**src/rtl/sar_pkg.sv**
```systemverilog
// Shared types for the successive-approximation sequencer.
// Assumes nothing beyond a single clock domain.
package sar_pkg;
    typedef enum logic [1:0] {
        PH_IDLE   = 2'd0,
        PH_SAMPLE = 2'd1,
        PH_HOLD   = 2'd2,
        PH_CYCLE  = 2'd3
    } sar_phase_e;
endpackage

```
**src/rtl/sar_phase_timer.sv**
```systemverilog
// Phase sequencer: idle -> sample (SAMPLE_CLKS clocks) -> hold (1 clock)
// -> bit cycling until the search reports its last bit.
// Assumes SAMPLE_CLKS >= 1 and a synchronous active-low reset.
module sar_phase_timer
    import sar_pkg::*;
#(
    parameter int SAMPLE_CLKS = 2
) (
    input  logic       clk,
    input  logic       rst_n,
    input  logic       start,
    input  logic       last_bit,
    output sar_phase_e phase,
    output logic       finish
);
    localparam int CW = (SAMPLE_CLKS > 1) ? $clog2(SAMPLE_CLKS) : 1;
    localparam logic [CW-1:0] CNT_END = CW'(SAMPLE_CLKS - 1);

    sar_phase_e   phase_q, phase_d;
    logic [CW-1:0] cnt_q, cnt_d;

    // Next-phase and sample-counter decision.
    always_comb begin
        phase_d = phase_q;
        cnt_d   = cnt_q;
        unique case (phase_q)
            PH_IDLE: begin
                cnt_d = '0;
                if (start) phase_d = PH_SAMPLE;
            end
            PH_SAMPLE: begin
                if (cnt_q == CNT_END) begin
                    phase_d = PH_HOLD;
                    cnt_d   = '0;
                end else begin
                    cnt_d = cnt_q + 1'b1;
                end
            end
            PH_HOLD:  phase_d = PH_CYCLE;
            PH_CYCLE: if (last_bit) phase_d = PH_IDLE;
            default:  phase_d = PH_IDLE;
        endcase
    end

    // Phase and counter registers.
    always_ff @(posedge clk) begin
        if (!rst_n) begin
            phase_q <= PH_IDLE;
            cnt_q   <= '0;
        end else begin
            phase_q <= phase_d;
            cnt_q   <= cnt_d;
        end
    end

    assign phase  = phase_q;
    assign finish = (phase_q == PH_CYCLE) && last_bit;
endmodule

```
**src/rtl/sar_bit_search.sv**
```systemverilog
// Binary-search code register. A one-hot mask marks the bit under test.
// Each step decides the masked bit from the comparator and sets the next
// lower bit as the new trial. The code is zero outside bit cycling.
// Assumes load is high for exactly the clock before cycling begins.
module sar_bit_search #(
    parameter int WIDTH = 8
) (
    input  logic             clk,
    input  logic             rst_n,
    input  logic             load,
    input  logic             step,
    input  logic             keep,
    output logic [WIDTH-1:0] code,
    output logic             last_bit,
    output logic [WIDTH-1:0] final_word
);
    localparam logic [WIDTH-1:0] MSB_ONLY = {1'b1, {(WIDTH-1){1'b0}}};

    logic [WIDTH-1:0] code_q, mask_q, code_nxt;

    // Per-bit next value: decide the tested bit, set the next trial bit.
    for (genvar g = 0; g < WIDTH; g++) begin : g_bit
        logic trial_here;
        if (g == WIDTH - 1) begin : g_top
            assign trial_here = 1'b0;
        end else begin : g_low
            assign trial_here = mask_q[g+1];
        end
        assign code_nxt[g] = mask_q[g] ? keep :
                             (trial_here ? 1'b1 : code_q[g]);
    end

    // Code and mask registers.
    always_ff @(posedge clk) begin
        if (!rst_n) begin
            code_q <= '0;
            mask_q <= '0;
        end else if (load) begin
            code_q <= MSB_ONLY;
            mask_q <= MSB_ONLY;
        end else if (step && !mask_q[0]) begin
            code_q <= code_nxt;
            mask_q <= mask_q >> 1;
        end else begin
            code_q <= '0;
            mask_q <= '0;
        end
    end

    assign code       = code_q;
    assign last_bit   = mask_q[0];
    assign final_word = code_nxt;
endmodule

```
**src/rtl/sar_result_reg.sv**
```systemverilog
// Output stage: captures the finished code and pulses valid for one clock.
// Assumes capture is a single-clock pulse.
module sar_result_reg #(
    parameter int WIDTH = 8
) (
    input  logic             clk,
    input  logic             rst_n,
    input  logic             capture,
    input  logic [WIDTH-1:0] word_in,
    output logic [WIDTH-1:0] result,
    output logic             result_vld
);
    // Result hold register and valid strobe.
    always_ff @(posedge clk) begin
        if (!rst_n) begin
            result     <= '0;
            result_vld <= 1'b0;
        end else begin
            result_vld <= capture;
            if (capture) result <= word_in;
        end
    end
endmodule

```
**src/rtl/sar_seq_ctrl.sv**
```systemverilog
// Top of the successive-approximation sequencer. It ties the phase timer,
// the binary-search register and the result stage together and decodes
// the mode lines. Assumes cmp_below has settled one clock after each
// dac_code change.
module sar_seq_ctrl
    import sar_pkg::*;
#(
    parameter int WIDTH       = 8,
    parameter int SAMPLE_CLKS = 2
) (
    input  logic             clk,
    input  logic             rst_n,
    input  logic             start,
    input  logic             cmp_below,
    output logic [WIDTH-1:0] dac_code,
    output logic             mode_sample,
    output logic             mode_hold,
    output logic             mode_cycle,
    output logic [WIDTH-1:0] result,
    output logic             result_vld
);
    sar_phase_e       phase;
    logic             finish, last_bit;
    logic [WIDTH-1:0] final_word;

    sar_phase_timer #(.SAMPLE_CLKS(SAMPLE_CLKS)) u_timer (
        .clk      (clk),
        .rst_n    (rst_n),
        .start    (start),
        .last_bit (last_bit),
        .phase    (phase),
        .finish   (finish)
    );

    sar_bit_search #(.WIDTH(WIDTH)) u_search (
        .clk        (clk),
        .rst_n      (rst_n),
        .load       (phase == PH_HOLD),
        .step       (phase == PH_CYCLE),
        .keep       (cmp_below),
        .code       (dac_code),
        .last_bit   (last_bit),
        .final_word (final_word)
    );

    sar_result_reg #(.WIDTH(WIDTH)) u_result (
        .clk        (clk),
        .rst_n      (rst_n),
        .capture    (finish),
        .word_in    (final_word),
        .result     (result),
        .result_vld (result_vld)
    );

    assign mode_sample = (phase == PH_SAMPLE);
    assign mode_hold   = (phase == PH_HOLD);
    assign mode_cycle  = (phase == PH_CYCLE);
endmodule

```
**config.mk**
```make
export PLATFORM = sky130hd
export DESIGN_NAME = sar_seq_ctrl
export DESIGN_NICKNAME = d
export VERILOG_FILES = /design/src/rtl/sar_pkg.sv /design/src/rtl/sar_phase_timer.sv /design/src/rtl/sar_bit_search.sv /design/src/rtl/sar_result_reg.sv /design/src/rtl/sar_seq_ctrl.sv
export SDC_FILE = /design/constraint.sdc
export NUM_CORES = 1
export LEC_CHECK = 0
export CORE_MARGIN = 2
export CORE_UTILIZATION = 45
export DETAILED_ROUTE_END_ITERATION = 10
export DONT_BUFFER_PORTS = 1
export HOLD_SLACK_MARGIN = 0.05
export PLACE_DENSITY_LB_ADDON = 0.08
export SYNTH_ARGS = -nofsm -noshare
export SYNTH_HDL_FRONTEND = slang
export SYNTH_HIERARCHICAL = 1
export SYNTH_SLANG_ARGS = --single-unit
```
**constraint.sdc**
```tcl
create_clock -name clk -period 1.4 [get_ports clk]
set_clock_uncertainty 0.1 [all_clocks]
set_input_delay 0.14 -clock clk [delete_from_list [all_inputs] [get_ports clk]]
set_output_delay 0.14 -clock clk [all_outputs]
set_load 0.02 [all_outputs]
```
==> summary.md, run 1 <==
| Metric | Value |
|---|---|
| Via count of the first global-routing pass | `772` |
| Clock-pin slew on the worst setup and hold paths | `0.15 ns` |
| Min-delay src | `rst_n` |
| Hold depth | `2` |
| Startpoint of the worst-slack reg-to-reg timing path | `u_timer/phase[0]` |
| Total iterations of the first detailed-routing run | `4` |
| Worst-case vdd ir drop | `0.8668 mV` |
| Largest net degree at the start of global routing | `18` |
| Power density over cell area | `1440 nW/um2` |
| Leak Pwr | `0.0005502 uW` |
| Detail-routed via count per cell | `4.905` |
| Final count of negative-setup-slack endpoints | `6` |
| Leftover overflow at the end of global routing | `0` |
| Total clock sinks | `28` |
| Row cnt | `18` |
| All-Layer GR Usage | `15.01%` |
| Sequential area share after synthesis | `47.11%` |
| Violations in the final reports | `setup timing` |
| Unrepaired setup endpoints after global routing | `yes` |
| Area delta synth->final | `16.72%` |
| Kind of start point of the critical path | `flip-flop` |
| Buffer type at the clock tree root | `sky130_fd_sc_hd__clkbuf_4` |
| Ant diodes | `0` |
| Post-route total power | `1999 uW` |
| Die area | `3071 um2` |
| Final std cells w/o fill | `158` |
| Data required time of the critical path | `1.56 ns` |
| Remaining antenna violation count after routing | `0` |
| Post-route design area | `1389 um2` |
| Clock tree from TritonCTS | `built` |
| Critical path buffers and inverters | `1` |
| Die X-Extent | `55.42 um` |
| Slack of the worst reg-to-reg path | `-0.04 ns` |
| Initial Util | `47.60%` |
| Post-route fraction of the period consumed by the critical path | `102.7%` |
| Kind of cell adding the most delay to the critical path | `flip-flops` |
| Distinct cell type count of the synthesized netlist | `24` |
| Post-Place Cells | `150` |
| Mapped Area | `1190 um2` |
| Async SR Flop Fraction | `0%` |
| Wire length of the first global-routing pass | `3.594 mm` |
| Number of hold-slack violations in the final timing report | `0` |
| Worst path setup slack after routing | `-0.03726 ns` |
| Net count after synthesis | `122` |
| Category of the worst setup path capture point | `flip-flop` |
| Maximum clock insertion buffer count | `2` |
| Arrival @ worst endpoint | `1.59 ns` |
| Final RePlAce weighted congestion | `0.8134` |
| Portion of synthesized cell area occupied by the leading cell type | `47.11%` |
| Nets | `138` |
| Worst-Skew Late Latency | `0.32 ns` |
| Share of cells above drive strength 1 | `25.78%` |
| Number of pins exceeding their max-slew limit in the final report | `0` |
| Status | `complete, but fails checks` |
| Count of port buffers added during placement | `0` |
| Avg WL per Cell | `13.78 um` |
| Floorplan core area | `2500 um2` |
| Placed cell area | `1270 um2` |
| Maximum operating frequency | `695.8 MHz` |
| Minimum clock period | `1.437 ns` |
| Cell depth of the worst flop-to-flop path | `4` |
| Worst-path maximum fanout | `7` |
| Flops & latches, synth | `28` |
| Reg-to-reg critical path endpoint | `u_timer/phase[1]` |
| Class of the worst hold path | `input port to flip-flop` |
| Post-Route WL | `2.177 mm` |
| DIE HEIGHT | `55.42 um` |
| WS Path Type | `flip-flop to flip-flop` |
| I/O pin count | `24` |
| Sum of negative setup slack | `-0.1033 ns` |
| Count of flip-flops with a built-in enable after synthesis | `0` |
| Worst-case hold path end point | `u_search/code[1]` |
| Sequence of cells on the critical path | `ha_1 -> buf_4 -> a221oi_4 -> mux2i_1` |
| DRT iter0 DRCs | `6` |
| Number of levels the H-tree was split into | `1` |
| Yosys synthesis warning count | `6` |
| Number of instances in the synthesized netlist | `113` |
| Dominant synthesized flop cell | `sky130_fd_sc_hd__dfxtp_1` |
| Placed wire-length estimate after detailed placement | `1.553 mm` |
| Tightest Pin Transition | `0.5703 ns` |
| Total number of vias | `775` |
| Number of antenna violations at the first check in global routing | `0` |
| Worst hold slack across all endpoints | `0.1010 ns` |
| Worst path slowest cell | `sky130_fd_sc_hd__dfxtp_4` |
| Max Cap Viol | `0` |
| Residual DRC count | `0` |
| Number of buffers added by the clock tree synthesis step | `3` |
| Largest area contributor in the netlist | `sky130_fd_sc_hd__dfxtp_1` |
| Max_slew headroom | `61.85%` |
| Post-synthesis area per instance | `10.53 um2` |
| Top cells by area, synth | `sky130_fd_sc_hd__dfxtp_1, sky130_fd_sc_hd__mux2i_1, sky130_fd_sc_hd__nand2_1, sky130_fd_sc_hd__ha_1, sky130_fd_sc_hd__nor2b_1` |
| Max incr delay on CP | `0.39 ns` |
[state kept, by name, indices dropped and copies added, names as in the netlist]
name	cells
u_result/result	8
u_timer/cnt_q	1
u_timer/phase	2
u_result/result_vld	1
u_search/code	8
u_search/mask_q	8
[routing by layer]
layer	up-vias	wire [um]	track usage (%)	part of all wire (%)
met5	-	0	0	0
met4	0	10	4.181	0.46
met3	2	111	5.621	5.1
met2	17	1028	25.17	47
met1	353	1027	17.90	47
li1	403	-	-	-
[Yosys cell counts, types with 2 or more instances]
master and instances:
sky130_fd_sc_hd__and2_2 3, sky130_fd_sc_hd__o21bai_1 6, sky130_fd_sc_hd__buf_6 3, sky130_fd_sc_hd__inv_1 4, sky130_fd_sc_hd__ha_1 5, sky130_fd_sc_hd__dfxtp_1 28
sky130_fd_sc_hd__a21boi_1 3, sky130_fd_sc_hd__nor2b_1 10, sky130_fd_sc_hd__a21boi_2 3, sky130_fd_sc_hd__nand2_1 17, sky130_fd_sc_hd__and2_1 8, sky130_fd_sc_hd__nor2_1 2
sky130_fd_sc_hd__mux2i_1 10
[placed cells by master (no fill, tap or decap)]
cell                            instances
sky130_fd_sc_hd__and2_1                 7
sky130_fd_sc_hd__mux2i_1               10
sky130_fd_sc_hd__nor2_1                 2
sky130_fd_sc_hd__buf_4                  8
sky130_fd_sc_hd__buf_6                  3
sky130_fd_sc_hd__bufinv_16              1
sky130_fd_sc_hd__and2_2                 2
sky130_fd_sc_hd__nor4_1                 1
sky130_fd_sc_hd__nor2b_2                1
sky130_fd_sc_hd__a21boi_2               5
sky130_fd_sc_hd__inv_1                  3
sky130_fd_sc_hd__nor2b_1               10
sky130_fd_sc_hd__o21ai_1                1
sky130_fd_sc_hd__o21bai_1               6
sky130_fd_sc_hd__a21boi_1               1
sky130_fd_sc_hd__dlygate4sd3_1          3
sky130_fd_sc_hd__a41o_1                 1
sky130_fd_sc_hd__and2b_2                1
sky130_fd_sc_hd__clkbuf_4               3
sky130_fd_sc_hd__inv_2                  2
sky130_fd_sc_hd__o21ai_0                1
sky130_fd_sc_hd__a221oi_4               1
sky130_fd_sc_hd__nand2_1               17
sky130_fd_sc_hd__and2_4                 2
sky130_fd_sc_hd__mux2_4                 1
sky130_fd_sc_hd__ha_1                   5
sky130_fd_sc_hd__dfxtp_1               26
sky130_fd_sc_hd__a21oi_1                1
sky130_fd_sc_hd__dfxtp_4                2
sky130_fd_sc_hd__and4bb_4               1
[power breakdown]
| group | internal [uW] | switching [uW] |
|---|---|---|
| Combinational | 310 | 249 |
| Sequential | 859 | 60.8 |
| Clock | 289 | 230 |
| Total | 1460 | 540 |
[cell type report]
class | instances | area (um2)
Clock buffer | 3 | 22.52
Clock inverter | 1 | 30.03
Fill cell | 225 | 1111
Inverter | 5 | 18.77
Multi-Input combinational cell | 77 | 588.1
Sequential cell | 28 | 568.0
Tap cell | 30 | 37.54
Timing Repair Buffer | 14 | 123.9
[per-stage QoR]
step | setup WS (ns) | utilization, %
global placement | -0.006787 | 50.80
detailed placement | -0.07125 | 50.80
CTS | -0.04303 | 55.41
finish | -0.03726 | 55.56
floorplan | 0.003507 | -
global route | -0.1041 | 55.56
[repair_timing]
action / 4_1_cts / 5_1_grt
setup endpoints to repair: 17 / 14
hold endpoints to repair: 21 / 0
buffers inserted: 1 / 0
hold buffers: 3 / 0
pin swaps: 0 / 1
resized for setup: 10 / 1
[cells by family (layout without fill, tap and decap cells)]
group / after synthesis / count (layout) / share of synthesized area, %
flip-flops: 28 / 28 / 47.11
adder cells (fa/ha/maj): 5 / 5 / 5.258
multiplexers: 11 / 11 / 9.674
buffers and inverters: 8 / 23 / 4.416
AND/OR/NAND/NOR: 44 / 44 / 20.72
AO/OA/AOI/OAI: 17 / 17 / 12.83
[how the worst max path moves through the flow]
stage / end / startpoint / cells after the start / slack [ns]
final: u_timer/phase[1] / u_timer/phase[0] / 4 / -0.04
after global routing: mode_hold / u_timer/phase[0] / 3 / -0.10
after CTS: mode_hold / u_timer/phase[0] / 3 / -0.04
after detailed placement: u_timer/phase[1] / u_timer/phase[1] / 5 / -0.07
after global placement: u_timer/phase[0] / u_timer/phase[1] / 5 / -0.007
after floorplan: u_timer/phase[0] / u_timer/phase[1] / 5 / 0.004
(Power assumes the default switching activity.)
==> run 2, diff against run 1 <==
--- a/config.mk
+++ b/config.mk
@@ -5,8 +5,10 @@
 export SDC_FILE = /design/constraint.sdc
 export NUM_CORES = 1
 export LEC_CHECK = 0
-export CORE_MARGIN = 2
-export CORE_UTILIZATION = 45
+export CELL_PAD_IN_SITES_DETAIL_PLACEMENT = 1
+export CELL_PAD_IN_SITES_GLOBAL_PLACEMENT = 2
+export CORE_MARGIN = 5
+export CORE_UTILIZATION = 34
 export DETAILED_ROUTE_END_ITERATION = 10
 export DONT_BUFFER_PORTS = 1
 export HOLD_SLACK_MARGIN = 0.05
==> summary.md, run 2 (synthesis results as in run 1) <==
| Metric | Value |
|---|---|
| Arrival @ worst endpoint | `1.20 ns (-0.39 ns)` |
| Final count of negative-setup-slack endpoints | `4 (-2)` |
| I/O pin count | `24 (unchanged)` |
| Switching Power | `564.2 uW (+4.4%)` |
| Post-route fraction of the period consumed by the critical path | `102.7% (about the same)` |
| Placed wire-length estimate after detailed placement | `1.753 mm (+13%)` |
| Power density over cell area | `1423 nW/um2 (-1.2%)` |
| Status | `complete, but fails checks` |
| Unrepaired setup endpoints after global routing | `yes` |
| Total clock sinks | `28 (unchanged)` |
| WS Path Type | `flip-flop to output port` |
| DRT iter0 DRCs | `26 (+20)` |
| Largest net degree at the start of global routing | `18 (unchanged)` |
| Category of the worst setup path capture point | `output port` |
| Maximum clock insertion buffer count | `2 (unchanged)` |
| Maximum operating frequency | `695.6 MHz (about the same)` |
| Tightest Pin Transition | `0.5432 ns (-0.02714 ns)` |
| Sequential power share | `46.4% (+0.4 points)` |
| DIE HEIGHT | `69.16 um (+25%)` |
| Final RePlAce weighted congestion | `0.6587 (-19%)` |
| Class of the worst hold path | `input port to flip-flop` |
| Number of levels the H-tree was split into | `1 (unchanged)` |
| Clock tree from TritonCTS | `built` |
| Share of cells above drive strength 1 | `25.60% (-0.18 points)` |
| Switching portion of total power | `28.47% (+1.4 points)` |
| Footprint of the flip-flops and latches | `568.0 um2 (unchanged)` |
| Post-Place Cells | `163 (+8.7%)` |
| Total iterations of the first detailed-routing run | `4 (unchanged)` |
| Number of pins exceeding their max-slew limit in the final report | `0 (unchanged)` |
| Remaining antenna violation count after routing | `0 (unchanged)` |
| Ant diodes | `0 (unchanged)` |
| Data required time of the critical path | `1.16 ns (-0.40 ns)` |
| Relative contribution of the clock network to total power | `27.3% (+1.3 points)` |
| Number of antenna violations at the first check in global routing | `0 (unchanged)` |
| Area of the multi-input gates | `598.1 um2 (+1.7%)` |
| Clock-pin slew on the worst setup and hold paths | `0.16 ns (about the same)` |
| Worst-Skew Late Latency | `0.33 ns (about the same)` |
| Max Cap Viol | `0 (unchanged)` |
| Detail-routed via count per cell | `4.696 (-4.3%)` |
| Final std cells w/o fill | `171 (+8.2%)` |
| Sum of negative setup slack | `-0.07460 ns (+0.02872 ns)` |
| Post-Route WL | `2.478 mm (+14%)` |
| Internal power | `1417 uW (-2.8%)` |
| Residual DRC count | `0 (unchanged)` |
| Floorplan core area | `3363 um2 (+35%)` |
| Avg WL per Cell | `14.49 um (+5.2%)` |
| All-Layer GR Usage | `11.05% (-4.0 points)` |
| Row cnt | `21 (+3)` |
| Min-delay src | `rst_n` |
| Most common cell after layout, fill and taps aside | `sky130_fd_sc_hd__dfxtp_1` |
| Initial Util | `35.38% (-12 points)` |
| Wire length of the first global-routing pass | `4.222 mm (+17%)` |
| Leak Pwr | `0.0005356 uW (-2.7%)` |
| Minimum clock period | `1.438 ns (+0.0002663 ns)` |
| Total number of vias | `803 (+3.6%)` |
| Kind of start point of the critical path | `flip-flop` |
| Number of buffers added by the clock tree synthesis step | `3 (unchanged)` |
| Placed cell area | `1267 um2 (-0.20%)` |
| Worst-case vdd ir drop | `0.5560 mV (-36%)` |
| Nets | `135 (-2.2%)` |
| Count of port buffers added during placement | `0 (unchanged)` |
| Worst-path maximum fanout | `7 (unchanged)` |
| Buffer type at the clock tree root | `sky130_fd_sc_hd__clkbuf_4` |
| Worst path setup slack after routing | `-0.03752 ns (-0.0002663 ns)` |
| Die area | `4783 um2 (+56%)` |
| Slack of the worst reg-to-reg path | `0 ns (+0.04 ns)` |
| Part of the power in combinational logic | `26.4% (-1.6 points)` |
| Area delta synth->final | `17.04%` |
| Leftover overflow at the end of global routing | `0 (unchanged)` |
| Commonest cells after routing, fill and taps aside | `sky130_fd_sc_hd__dfxtp_1, sky130_fd_sc_hd__nand2_1, sky130_fd_sc_hd__nor2b_1, sky130_fd_sc_hd__mux2i_1, sky130_fd_sc_hd__and2_1` |
| Violations in the final reports | `setup timing` |
| Layout filler cell count | `411 (+83%)` |
| Crit. Startpoint | `u_timer/phase[0]` |
| Die X-Extent | `69.16 um (+25%)` |
| Number of hold-slack violations in the final timing report | `0 (unchanged)` |
| Post-route design area | `1393 um2 (+0.27%)` |
| Max_slew headroom | `63.67% (+1.8 points)` |
| Via count of the first global-routing pass | `845 (+9.5%)` |
| Startpoint of the worst-slack reg-to-reg timing path | `u_timer/phase[0]` |
[run 2: changes by cell type in the layout (fill, tap and decap cells not counted), sizes merged]
cell / change
buf: -3
[run 2: through the flow]
step	worst slack, ns	hold slack [ns]	util [%]	power, uW
2_1_floorplan	0.003507	0.1682	-	1258
3_3_place_gp	-0.008209	0.1718	37.69	1377
3_5_place_dp	-0.05021	0.1789	37.69	1391
4_1_cts	-0.06139	0.08163	41.03	2003
5_1_grt	-0.1015	0.08495	41.41	2111
6_report	-0.03752	0.1153	41.41	1981
[run 2: power groups by stage]
stage | clock, uW | sequential, uW | combinational (uW)
2_1_floorplan | 0 | 914 | 344
3_3_place_gp | 0 | 922 | 455
3_5_place_dp | 0 | 924 | 467
4_1_cts | 562 | 914 | 526
5_1_grt | 602 | 931 | 578
6_report | 540 | 919 | 523
[run 2: cell type report]
cell class	instances	share of cell area (%)
clock buffers	3	1.617
inverters	5	1.348
well taps	46	4.133
multi-input cells	77	42.95
clock inverters	1	2.156
flip-flops and latches	28	40.79
repair buffers	11	7.008
[run 2: path summary, 6_finish.rpt]
check                     endpoint  depth (start not counted)
hold reg to reg   u_timer/phase[0]                          2
setup / recovery         mode_hold                          3
setup reg to reg  u_timer/phase[0]                          4
hold / removal    u_search/code[4]                          2
[run 2: timing repair]
action / 4_1_cts / 5_1_grt
hold buffers: 3 / 0
endpoints found under the setup margin: 18 / 16
gates resized for setup: 8 / 4
hold endpoints to repair: 21 / 0
pin swaps: 0 / 1
buffers inserted: 1 / 0
[run 2: routing by layer]
layer	track usage, %	wire length, um	vias up
met5	0	0	-
met4	3.905	13	0
met1	13.48	1054	388
li1	-	-	397
met3	4.070	177	2
met2	17.80	1232	16
[run 2: critical path, stage by stage, from the launching register on]
cell and delay (ns):
sky130_fd_sc_hd__dfxtp_4 0.41, sky130_fd_sc_hd__and2b_2 0.23, sky130_fd_sc_hd__buf_6 0.11, sky130_fd_sc_hd__buf_6 0.12
==> run 3, diff against run 2 <==
--- a/config.mk
+++ b/config.mk
@@ -13,6 +13,7 @@
 export DONT_BUFFER_PORTS = 1
 export HOLD_SLACK_MARGIN = 0.05
 export PLACE_DENSITY_LB_ADDON = 0.08
+export REMOVE_ABC_BUFFERS = 1
 export SYNTH_ARGS = -nofsm -noshare
 export SYNTH_HDL_FRONTEND = slang
 export SYNTH_HIERARCHICAL = 1
==> summary.md, run 3 (synthesis results as in run 1) <==
| Metric | Value |
|---|---|
| Status | `complete, but fails checks` |
| Violations in the final reports | `setup timing` |
| Share of cells above drive strength 1 | `28.68% (+3.1 points)` |
| Number of pins exceeding their max-slew limit in the final report | `0 (unchanged)` |
| Reg-to-reg critical path endpoint | `u_timer/phase[0]` |
| Worst path setup slack after routing | `-0.03421 ns (+0.003317 ns)` |
| I/O pin count | `24 (unchanged)` |
| Category of the worst setup path capture point | `output port` |
| Post-Route WL | `2.485 mm (+0.28%)` |
| Minimum clock period | `1.434 ns (-0.003317 ns)` |
| DRT iter0 DRCs | `33 (+27%)` |
| Count of port buffers added during placement | `0 (unchanged)` |
| DIE HEIGHT | `69.16 um (unchanged)` |
| Residual DRC count | `0 (unchanged)` |
| Clock tree from TritonCTS | `built` |
| Leftover overflow at the end of global routing | `0 (unchanged)` |
| Max Cap Viol | `0 (unchanged)` |
| Post-Place Cells | `167 (+2.5%)` |
| Number of buffers added by the clock tree synthesis step | `3 (unchanged)` |
| Min-delay src | `rst_n` |
| Number of antenna violations at the first check in global routing | `0 (unchanged)` |
| Worst-case setup slack after placement | `-0.06950 ns (-0.01929 ns)` |
| Wire length of the first global-routing pass | `4.229 mm (+0.17%)` |
| Switching portion of total power | `29.42% (+0.94 points)` |
| Ant diodes | `0 (unchanged)` |
| Detail-routed via count per cell | `4.663 (-0.70%)` |
| Largest net degree at the start of global routing | `18 (unchanged)` |
| Post-route fraction of the period consumed by the critical path | `102.4% (-0.24 points)` |
| Number of levels the H-tree was split into | `1 (unchanged)` |
| Kind of start point of the critical path | `flip-flop` |
| Sequential power share | `48.6% (+2.2 points)` |
| Clock-pin slew on the worst setup and hold paths | `0.15 ns (about the same)` |
| Nets | `139 (+3.0%)` |
| Hold depth | `2 (unchanged)` |
| Worst-path maximum fanout | `6 (-1)` |
| Die X-Extent | `69.16 um (unchanged)` |
| Die area | `4783 um2 (unchanged)` |
| Most common cell after layout, fill and taps aside | `sky130_fd_sc_hd__dfxtp_1` |
| Final std cells w/o fill | `175 (+2.3%)` |
| Worst hold slack across all endpoints | `0.1122 ns (-0.003083 ns)` |
| Avg WL per Cell | `14.20 um (-2.0%)` |
| Area delta synth->final | `18.93%` |
| Internal power | `1329 uW (-6.2%)` |
| Remaining antenna violation count after routing | `0 (unchanged)` |
| Cell depth of the worst flop-to-flop path | `4 (unchanged)` |
| Slack of the worst reg-to-reg path | `-0.01 ns (about the same)` |
| Maximum clock insertion buffer count | `2 (unchanged)` |
| Total number of vias | `816 (+1.6%)` |
| Final count of negative-setup-slack endpoints | `2 (-2)` |
| Placed wire-length estimate after detailed placement | `1.752 mm (about the same)` |
| Final RePlAce weighted congestion | `0.7309 (+11%)` |
| Max_slew headroom | `62.73% (-0.94 points)` |
| Total clock sinks | `28 (unchanged)` |
| Worst-case hold path end point | `u_search/code[4]` |
| Maximum operating frequency | `697.3 MHz (+0.23%)` |
| Commonest cells after routing, fill and taps aside | `sky130_fd_sc_hd__dfxtp_1, sky130_fd_sc_hd__nand2_1, sky130_fd_sc_hd__mux2i_1` |
| Relative contribution of the clock network to total power | `21.2% (-6.1 points)` |
| Switching Power | `554.0 uW (-1.8%)` |
| Post-route design area | `1415 um2 (+1.6%)` |
| WS Path Type | `flip-flop to output port` |
| Floorplan core area | `3363 um2 (unchanged)` |
| Data required time of the critical path | `1.16 ns (about the same)` |
| Power density over cell area | `1331 nW/um2 (-6.5%)` |
| Placed cell area | `1296 um2 (+2.3%)` |
| Leak Pwr | `0.0005458 uW (+1.9%)` |
| Part of the power in combinational logic | `30.2% (+3.8 points)` |
| Worst-Skew Late Latency | `0.33 ns (about the same)` |
| All-Layer GR Usage | `11.00% (-0.050 points)` |
| Arrival @ worst endpoint | `1.19 ns (about the same)` |
| Buffer type at the clock tree root | `sky130_fd_sc_hd__clkbuf_4` |
| Class of the worst hold path | `input port to flip-flop` |
| Total iterations of the first detailed-routing run | `2 (-2)` |
| Initial Util | `35.38% (unchanged)` |
| Number of hold-slack violations in the final timing report | `0 (unchanged)` |
| Sum of negative setup slack | `-0.04697 ns (+0.02763 ns)` |
| Worst-case vdd ir drop | `0.5649 mV (+1.6%)` |
| Tightest Pin Transition | `0.5573 ns (+0.01408 ns)` |
| Via count of the first global-routing pass | `850 (+0.59%)` |
| Row cnt | `21 (unchanged)` |
| Unrepaired setup endpoints after global routing | `yes` |
| Startpoint of the worst-slack reg-to-reg timing path | `u_timer/phase[0]` |
-- run 3: changes by cell type in the layout (fill, tap and decap cells not counted), sizes merged --
cell / before / now
buf: 8 / 12
bufinv: 1 / 0
clkbuf: 3 / 4
-- run 3: timing repair --
action	in CTS	in global routing
setup buffers	1	0
setup endpoints to repair	23	19
endpoints found under the hold margin	21	0
gates resized for setup	8	8
hold buffers	3	0
pin swaps	0	1
-- run 3: power by group through the flow --
stage	registers, uW	clock network [uW]	logic [uW]
after floorplan	911	0	334
after global placement	917	0	503
after detailed placement	920	0	511
after CTS	912	417	577
after global routing	927	465	631
final	916	399	569
-- run 3: through the flow --
stage	power [uW]	util (%)
final	1883	42.08
after global routing	2023	42.08
after global placement	1420	38.54
after CTS	1906	41.37
after floorplan	1245	-
after detailed placement	1431	38.54
-- run 3: how the worst max path moves through the flow --
stage | start | to | slack, ns
3_5_place_dp | u_timer/phase[0] | u_result/result[7] | -0.07
2_1_floorplan | u_timer/phase[1] | u_timer/phase[0] | 0.009
5_1_grt | u_timer/phase[0] | mode_hold | -0.10
6_report | u_timer/phase[0] | mode_hold | -0.03
4_1_cts | u_timer/phase[0] | mode_hold | -0.04
3_3_place_gp | u_timer/phase[0] | u_result/result[7] | -0.03
-- run 3: cell type report --
cell class,count,area [um2]
clock buffer,4,36.28
fill,426,1948
tap,46,57.56
timing repair buffer,15,135.1
inverter,5,18.77
multi-input combinational,77,599.3
sequential,28,568.0
-- run 3: layer usage --
layer / wire, um / part of all wire (%) / up-vias / global-route usage (%)
li1: - / - / 403 / -
met1: 1086 / 44 / 393 / 13.49
met2: 1233 / 50 / 16 / 17.48
met3: 135 / 5.4 / 4 / 3.779
met4: 29 / 1.2 / 0 / 4.555
met5: 0 / 0 / - / 0
-- run 3: worst max-delay path, stage by stage, from the launching register on --
cell and delay (ns):
sky130_fd_sc_hd__dfxtp_4 0.40, sky130_fd_sc_hd__and2b_2 0.23, sky130_fd_sc_hd__buf_6 0.12, sky130_fd_sc_hd__buf_6 0.12
